`config.mk`:
```
export PLATFORM = sky130hd
export DESIGN_NAME = slowclk_wdog
export DESIGN_NICKNAME = d
export VERILOG_FILES = /design/src/rtl/slowclk_wdog.sv
export SDC_FILE = /design/constraint.sdc
export NUM_CORES = 1
export LEC_CHECK = 0
export BUFFER_PORTS_ARGS = -buffer_cell sky130_fd_sc_hd__buf_2
export CAP_MARGIN = 10
export CORE_UTILIZATION = 30
export CTS_CLUSTER_DIAMETER = 100
export DETAILED_ROUTE_END_ITERATION = 10
export GPL_ROUTABILITY_DRIVEN = 0
export PLACE_DENSITY_LB_ADDON = 0.1
export SLEW_MARGIN = 20
export SYNTH_ARGS = -nofsm -noshare
export SYNTH_HDL_FRONTEND = slang
export SYNTH_SLANG_ARGS = --single-unit
```
`constraint.sdc`:
```
create_clock -name clk -period 6.1 [get_ports clk]
set_input_delay 0 -clock clk [delete_from_list [all_inputs] [get_ports clk]]
set_output_delay 0 -clock clk [all_outputs]
set_load 0.02 [all_outputs]
```
`src/rtl/slowclk_wdog.sv`:
```
module slowclk_wdog #(
  parameter int          CNT_W     = 12,
  parameter int          PRESCALE  = 128,
  parameter int          LOCK_SLOW = 3,
  parameter logic [7:0]  KEY       = 8'hA5
) (
  input  logic        clk,
  input  logic        rst_n,
  input  logic        slow_tick,
  input  logic        idle_in,
  input  logic        debug_in,
  input  logic        bus_wr,
  input  logic        bus_rd,
  input  logic [1:0]  bus_addr,
  input  logic [31:0] bus_wdata,
  output logic [31:0] bus_rdata,
  output logic        rst_req,
  output logic        fault_irq
);
  localparam int PRE_W  = $clog2(PRESCALE);
  localparam int LOCK_W = $clog2(LOCK_SLOW + 1);
  localparam logic [PRE_W-1:0]  PRE_LAST = PRE_W'(PRESCALE - 1);
  localparam logic [LOCK_W-1:0] LOCK_LD  = LOCK_W'(LOCK_SLOW);

  logic [CNT_W-1:0]  val_q, dlt_q, cnt_q;
  logic [PRE_W-1:0]  pre_q;
  logic [LOCK_W-1:0] lock_q;
  logic rst_en_q, irq_en_q, dis_q, ihalt_q, dhalt_q, unf_q, err_q;

  wire unlocked    = (lock_q == '0);
  wire wr_ctrl     = bus_wr && bus_addr == 2'd0 && unlocked;
  wire wr_mode     = bus_wr && bus_addr == 2'd1 && unlocked;
  wire rd_stat     = bus_rd && bus_addr == 2'd2;
  wire restart_req = wr_ctrl && bus_wdata[31:24] == KEY && bus_wdata[0];
  wire win_bad     = restart_req && !dis_q && (cnt_q > dlt_q);
  wire restart_ok  = restart_req && !win_bad;
  wire halted      = (ihalt_q && idle_in) || (dhalt_q && debug_in);
  wire running     = !dis_q && !halted;
  wire step        = slow_tick && running && pre_q == PRE_LAST;
  wire underflow   = step && cnt_q == '0;
  wire [CNT_W-1:0] val_nx = dis_q ? val_q : bus_wdata[CNT_W-1:0];
  wire [CNT_W-1:0] dlt_nx = dis_q ? dlt_q : bus_wdata[16 +: CNT_W];

  always_ff @(posedge clk or negedge rst_n) begin
    if (!rst_n) begin
      val_q <= '1; dlt_q <= '1;
      rst_en_q <= 1'b0; irq_en_q <= 1'b0; dis_q <= 1'b1;
      ihalt_q <= 1'b0; dhalt_q <= 1'b0;
    end else if (wr_mode) begin
      val_q    <= val_nx;
      dlt_q    <= dlt_nx;
      rst_en_q <= bus_wdata[12];
      irq_en_q <= bus_wdata[13];
      dis_q    <= bus_wdata[15];
      ihalt_q  <= bus_wdata[28];
      dhalt_q  <= bus_wdata[29];
    end
  end

  always_ff @(posedge clk or negedge rst_n) begin
    if (!rst_n) begin
      cnt_q <= '1;
      pre_q <= '0;
    end else if (wr_mode || restart_ok) begin
      cnt_q <= wr_mode ? val_nx : val_q;
      pre_q <= '0;
    end else if (slow_tick && running) begin
      pre_q <= (pre_q == PRE_LAST) ? '0 : pre_q + 1'b1;
      if (underflow)  cnt_q <= val_q;
      else if (step)  cnt_q <= cnt_q - 1'b1;
    end
  end

  always_ff @(posedge clk or negedge rst_n) begin
    if (!rst_n) begin
      lock_q <= '0;
      unf_q  <= 1'b0;
      err_q  <= 1'b0;
    end else begin
      if (restart_ok)                 lock_q <= LOCK_LD;
      else if (slow_tick && !unlocked) lock_q <= lock_q - 1'b1;
      unf_q <= underflow || (unf_q && !rd_stat);
      err_q <= win_bad   || (err_q && !rd_stat);
    end
  end

  logic [31:0] mode_rd, stat_rd;
  always_comb begin
    mode_rd = '0;
    mode_rd[CNT_W-1:0]  = val_q;
    mode_rd[12]         = rst_en_q;
    mode_rd[13]         = irq_en_q;
    mode_rd[15]         = dis_q;
    mode_rd[16 +: CNT_W] = dlt_q;
    mode_rd[28]         = ihalt_q;
    mode_rd[29]         = dhalt_q;
    stat_rd = '0;
    stat_rd[0] = unf_q;
    stat_rd[1] = err_q;
    stat_rd[16 +: CNT_W] = cnt_q;
  end

  assign bus_rdata = (bus_addr == 2'd1) ? mode_rd :
                     (bus_addr == 2'd2) ? stat_rd : 32'd0;
  assign rst_req   = (unf_q || err_q) && rst_en_q;
  assign fault_irq = (unf_q || err_q) && irq_en_q;

  p_expiry_flag_r2: assert property (@(posedge clk) disable iff (!rst_n)
    underflow |=> unf_q);
  p_bad_key_no_lock_r3: assert property (@(posedge clk) disable iff (!rst_n)
    (bus_wr && bus_addr == 2'd0 && bus_wdata[31:24] != KEY && unlocked) |=> (lock_q == '0));
  p_mode_locked_r4: assert property (@(posedge clk) disable iff (!rst_n)
    (bus_wr && bus_addr == 2'd1 && !unlocked) |=> $stable(mode_rd));
  p_fields_frozen_r5: assert property (@(posedge clk) disable iff (!rst_n)
    (bus_wr && dis_q) |=> ($stable(val_q) && $stable(dlt_q)));
  p_halt_holds_r8: assert property (@(posedge clk) disable iff (!rst_n)
    (halted && !bus_wr) |=> $stable(cnt_q));
  p_early_restart_r9: assert property (@(posedge clk) disable iff (!rst_n)
    (restart_req && !dis_q && cnt_q > dlt_q) |=> (err_q && lock_q == '0));
  p_lock_bound_r4: assert property (@(posedge clk) disable iff (!rst_n)
    lock_q <= LOCK_LD);
endmodule

```
Word level (Yosys, flattened, before mapping)
Cells that the tools add are included.
- add/sub/neg operators: 3
- multiply operators: 0
- div/mod/pow operators: 0
- $lt $le $gt $ge: 1
- eq/ne operators: 4
- shift operators: 0
- mux-type cells: 13
- bitwise logic cells: 1
- reduce and logical (&&, ||, !) cells: 39
- operators with widths (cell ; number):
    12-bit 2-to-1 mux ; 6
    30-bit 2-to-1 mux ; 1
    28-bit 2-to-1 mux ; 1
    1-bit logical AND ; 21
    7-bit 2-to-1 mux ; 3
    12-bit > comparator ; 1
    12-bit zero test ; 1
    12-bit by 1-bit subtractor with 12-bit output (second input constant) ; 1
    8-bit == test (second input constant) ; 1
    7-bit by 1-bit adder with 7-bit output (second input constant) ; 1
    7-bit == test (second input constant) ; 1
    1-bit zero test ; 5
    1-bit logical OR ; 5
    2-bit zero test ; 2
    2-bit 2-to-1 mux ; 2
    2-bit AND reduction ; 2
    2-bit nonzero test ; 2
    3-bit nonzero test ; 1
    2-bit by 1-bit == test with 1-bit output (second input constant) ; 1
    2-bit == test (second input constant) ; 1
    2-bit by 1-bit subtractor with 2-bit output (second input constant) ; 1
    1-bit inverter ; 1
- register bits: 52
- bits in latches: 0
- RAM bits: 0
- ROM bits: 0
- output and inout bits: 34
- logic and storage cells: 73
- memories: 0

Longest topological paths before layout
- depth after elaboration: 12
- gate-level depth with buffers: 9
- mapped depth without buffers: 8

Worst setup path before layout
No wires, ideal clock.
- kind: reg-to-reg
- from: register dlt_q[5]
- to: register cnt_q[0]
- library setup time: 0.082 ns
- data arrival time: 2.224 ns
- required time: 6.018 ns
- setup slack: 3.793 ns
- cell stages (with the launch flop): 9
- path buffers: 0
- period minus slack after synthesis: 2.307 ns
- path through: dfstp_2 -> inv_1 -> ha_1 -> a21o_1 -> nand3_1 -> a21oi_1 -> o41a_1 -> o21ai_4 -> mux2_2
- longest elaborated chain between the ends: 7
- RTL lines (element ; RTL line ; text):
    start, declared ; 25 ; logic [CNT_W-1:0] val_q, dlt_q, cnt_q;
    start signal, assigned ; 51 ; dlt_q <= dlt_nx;
    12-bit > comparator * ; 35 ; wire win_bad = restart_req && !dis_q && (cnt_q > dlt_q);
    1-bit logical AND * ; 35 ;
    1-bit zero test * ; 36 ; wire restart_ok = restart_req && !win_bad;
    1-bit logical AND * ; 36 ;
    1-bit logical OR * ; 64 ; end else if (wr_mode || restart_ok) begin
    3-bit nonzero test (no source line) / 2-bit nonzero test (equally long branches) ; -- ;
    2-bit AND reduction (no source line) ; -- ;
    end signal, assigned ; 65 ; cnt_q <= wr_mode ? val_nx : val_q;
    end signal, assigned ; 69 ; if (underflow) cnt_q <= val_q;
    end signal, assigned ; 70 ; else if (step) cnt_q <= cnt_q - 1'b1;
    end, declared ; 25 ;
Every way passes the cells marked *; elsewhere a longest branch is shown, timed or not.
A chain may end at the register's enable or synchronous reset.

Final worst setup path
- from: register dlt_q[5]
- to: register cnt_q[6]
Same word-level chain as after synthesis.

==> impl_metrics.ini <==
[sta]
clock_skew_ns = 0.01472
finalHoldWorstSlack_ns = 0.05467
post_route_setup_tns_ns = 0
timing.final.crit_share = 0.4601
setup_viol = 0
fmaxAchievable_ghz = 0.3563
timing_hold_violations_final = 0
drv_slew = 0
rsz0062_at_grt = false
tightestPinTransition_ns = 0.7618
min_period_ns = 2.807
slew-limit-headroom = 0.4902
worst_slack_ns = 3.293

[critical_path]
worst-setup-path-type = reg2reg
crit_chain = inv_1, ha_1, a21o_1, nand3_1, a21oi_1, o41a_1, o21ai_4, mux2_2
crit_path_end_kind = flop
critPathArrivalTime_ns = 3.05
critPathMaxStageDelay_ns = 0.63
timing.critical_path.max_delay_family = compound AO/OA/AOI/OAI gates
r2r-end = cnt_q[6]
timing.critical_path.from_type = flop
worst_setup_path_startpoint = dlt_q[5]
crit-reg2reg-launch = dlt_q[5]
worstPathMaxFanout = 19
critPathBufInv = 1
reg2reg_depth = 8
timing.critical_path.depth = 8
critical_path.endpoint = cnt_q[6]
r2r_setup_slack_ns = 3.29
cp.required_ns = 6.35
cpMaxStageDelayCell = sky130_fd_sc_hd__o21ai_4

[floorplan]
initial_core_utilization = 0.3073
die_height_um = 104.6
die_boundary_width_um = 104.6
core_area_um2 = 10280
boundaryPins = 75
die_area_um2 = 10940
core.rowCount = 37

[grt]
global_route.usage.total = 0.1676
wire_length_of_the_first_global_routing_pass_um = 14330
grtUsageMet3 = 0.03306
gr-usage-met2 = 0.2881
maximum_number_of_pins_on_one_net_before_global_route_repair = 53
met1_usage = 0.2197
first_global_vias = 2756
grt_antenna_before_repair = 0
globalRoute.busiestLayer = met2
gr-total-overflow = 0

[power]
max-vdd-ir-drop_v = 0.0002008
static-leakage-power_nw = 1.820
power.density_nw_per_um2 = 419.8
power.total_mw = 1.703

[detailed_routing]
drt_wl_total_um = 8560
ant_nets = 0
vias_per_cell = 4.799
route.detailed.wl_per_inst_um = 15.37
route.vias.total = 2673
drt_first_iter_violations = 116
detail_route.drc_violations = 0
drt_pass1_iterations = 4

[synth]
synth_sequential_area_ratio = 0.4267
synth_top_flop_cell = sky130_fd_sc_hd__dfstp_2
synthesis.yosys.warnings = 0
synth_register_bits = 52
synth.avg_cell_area_um2 = 9.869
synth.distinct_cells = 48
synth_edf_count = 0
mappedNetlistArea_um2 = 3158
post_synth_inst_count = 320
postSynth.asyncResetShare = 1.000

[finish]
layout.area.seq_um2 = 1348
final_net_count = 476
area_growth_pct = 28.49
antenna_cells_inserted = 0
multi_input_area_um2 = 1648
final_layout_size_suffix_gt1_frac = 0.3563
util_after_layout = 0.3948
num-fill-cells = 1058

[clock_network]
clock_insertion_delay_worst_skew_ns = 0.31
clock_sinks = 52
cts_tree = yes
clk_path_buf_depth = 2
numCtsBuffers = 5
cts_root_buffer = sky130_fd_sc_hd__clkbuf_8
clkSlewWorstSetupHoldPaths_ns = 0.10
cts-htree-levels = 2
setup_bufs_post_cts = 0

[placed_design]
port_buffers = 70
post-dp-hpwl_um = 5959
place_worst_setup_slack_ns = 3.304

[min_path]
hold_class = in2reg

[flow_run]
drv.max_cap_violation_count = 0

[status]
outcome = completed
[cell usage after synthesis (all sizes together), types with 2 or more instances]
cell type / count / area (um2)
dfstp: 37 / 972.2
xor2: 2 / 17.52
a21oi: 17 / 85.08
nand3: 8 / 40.04
o211ai: 2 / 15.01
nor3: 8 / 40.04
ha: 15 / 187.7
dfrtp: 15 / 375.4
nor2: 22 / 85.09
o22a: 4 / 35.03
or3: 3 / 23.77
and4: 2 / 17.52
a2bb2oi: 3 / 26.28
inv: 25 / 93.84
nor2b: 4 / 25.02
nand4: 8 / 56.30
mux2: 23 / 259.0
o21a: 2 / 15.01
nand4b: 2 / 17.52
a21boi: 2 / 15.01
clkbuf: 6 / 22.52
buf: 8 / 56.30
o21ai: 19 / 106.4
nor4: 2 / 27.53
nand2: 28 / 107.6
and2: 15 / 93.84
mux2i: 11 / 110.1
xnor2: 2 / 17.52
a22o: 14 / 122.6
[worst min-delay path by stage]
stage	from	endpoint	slack [ns]	depth (start not counted)
3_3_place_gp	rst_n	lock_q[0]	0.18	2
5_1_grt	slow_tick	lock_q[1]	0.08	3
6_report	slow_tick	lock_q[1]	0.05	3
4_1_cts	slow_tick	lock_q[1]	0.06	3
2_1_floorplan	rst_n	dhalt_q	-0.30	0
3_5_place_dp	rst_n	lock_q[1]	0.18	2
[tightest hold or removal path, stage by stage]
cell,delay [ns]
sky130_fd_sc_hd__buf_2,0.11
sky130_fd_sc_hd__nand2b_1,0.11
sky130_fd_sc_hd__o211ai_1,0.10
[placed cells by master, fill, tap and decap left out, types with 2 or more instances in the layout]
cell	instances
sky130_fd_sc_hd__dlygate4sd3_1	31
sky130_fd_sc_hd__o21ai_0	18
sky130_fd_sc_hd__and2_1	15
sky130_fd_sc_hd__o22a_1	4
sky130_fd_sc_hd__conb_1	3
sky130_fd_sc_hd__and4_1	2
sky130_fd_sc_hd__nand4b_1	2
sky130_fd_sc_hd__o211ai_1	2
sky130_fd_sc_hd__o21a_1	2
sky130_fd_sc_hd__nand2_1	27
sky130_fd_sc_hd__mux2i_1	11
sky130_fd_sc_hd__inv_1	25
sky130_fd_sc_hd__a22o_1	14
sky130_fd_sc_hd__xnor2_1	2
sky130_fd_sc_hd__nor2_1	21
sky130_fd_sc_hd__buf_4	4
sky130_fd_sc_hd__a21oi_1	17
sky130_fd_sc_hd__nor3_1	8
sky130_fd_sc_hd__buf_2	70
sky130_fd_sc_hd__ha_1	15
sky130_fd_sc_hd__a2bb2oi_1	3
sky130_fd_sc_hd__a21boi_0	2
sky130_fd_sc_hd__dfrtp_1	15
sky130_fd_sc_hd__dfstp_2	37
sky130_fd_sc_hd__mux2_2	23
sky130_fd_sc_hd__nand3_1	8
sky130_fd_sc_hd__xor2_1	2
sky130_fd_sc_hd__clkbuf_8	5
sky130_fd_sc_hd__nand4_1	7
sky130_fd_sc_hd__nor2b_1	3
sky130_fd_sc_hd__or3_1	2
[where the power goes]
part | internal, mW | leakage [nW] | switching [mW]
Combinational | 0.327 | 1.19 | 0.361
Clock | 0.122 | 0.0552 | 0.123
Sequential | 0.599 | 0.579 | 0.172
Total | 1.05 | 1.82 | 0.655
[cell families (layout without fill, tap and decap cells)]
kind of cell,after synthesis,in the layout,share of synthesized area
adders and majority gates,15,15,0.05943
muxes,34,34,0.1169
AOI/OAI and AO/OA,67,67,0.1438
buffers and inverters,39,138,0.05467
other,1,3,0.001187
and+or+nand+nor,108,108,0.1862
DFF,52,52,0.4267
xor gates and xnor gates,4,4,0.01110
[area by class of cell]
type,instances,share of cell area
sequential,52,0.3321
inverter,25,0.02313
multi-input combinational,231,0.4061
clock buffer,6,0.01788
timing repair buffer,105,0.1702
tap,136,0.04194
clock inverter,2,0.008634
[routing by layer]
| layer | routed length (um) | share of wire | up-vias |
|---|---|---|---|
| met4 | 61 | 0.0071 | 0 |
| met1 | 4035 | 0.47 | 1288 |
| met3 | 241 | 0.028 | 4 |
| li1 | - | - | 1329 |
| met5 | 0 | 0 | - |
| met2 | 4221 | 0.49 | 52 |
[through the flow]
stage,std cells,area (um2)
after floorplan,322,3166
after global placement,518,3640
after detailed placement,518,3640
after CTS,557,4058
after global routing,557,4058
final,557,4058
[sequential cells by signal, indices dropped and copies added (netlist names)]
| signal | cells |
|---|---|
| cnt_q | 12 |
| dlt_q | 12 |
| unf_q | 1 |
| dis_q | 1 |
| val_q | 12 |
| err_q | 1 |
| lock_q | 2 |
| dhalt_q | 1 |
| ihalt_q | 1 |
| irq_en_q | 1 |
| rst_en_q | 1 |
| pre_q | 7 |
[repair_timing]
item                       in CTS  in global routing
gates resized for setup         0                  0
hold endpoints to repair       46                  0
setup endpoints to repair       0                  0
hold buffers                   31                  0
No activity file was read; power rests on OpenSTA's default activity.
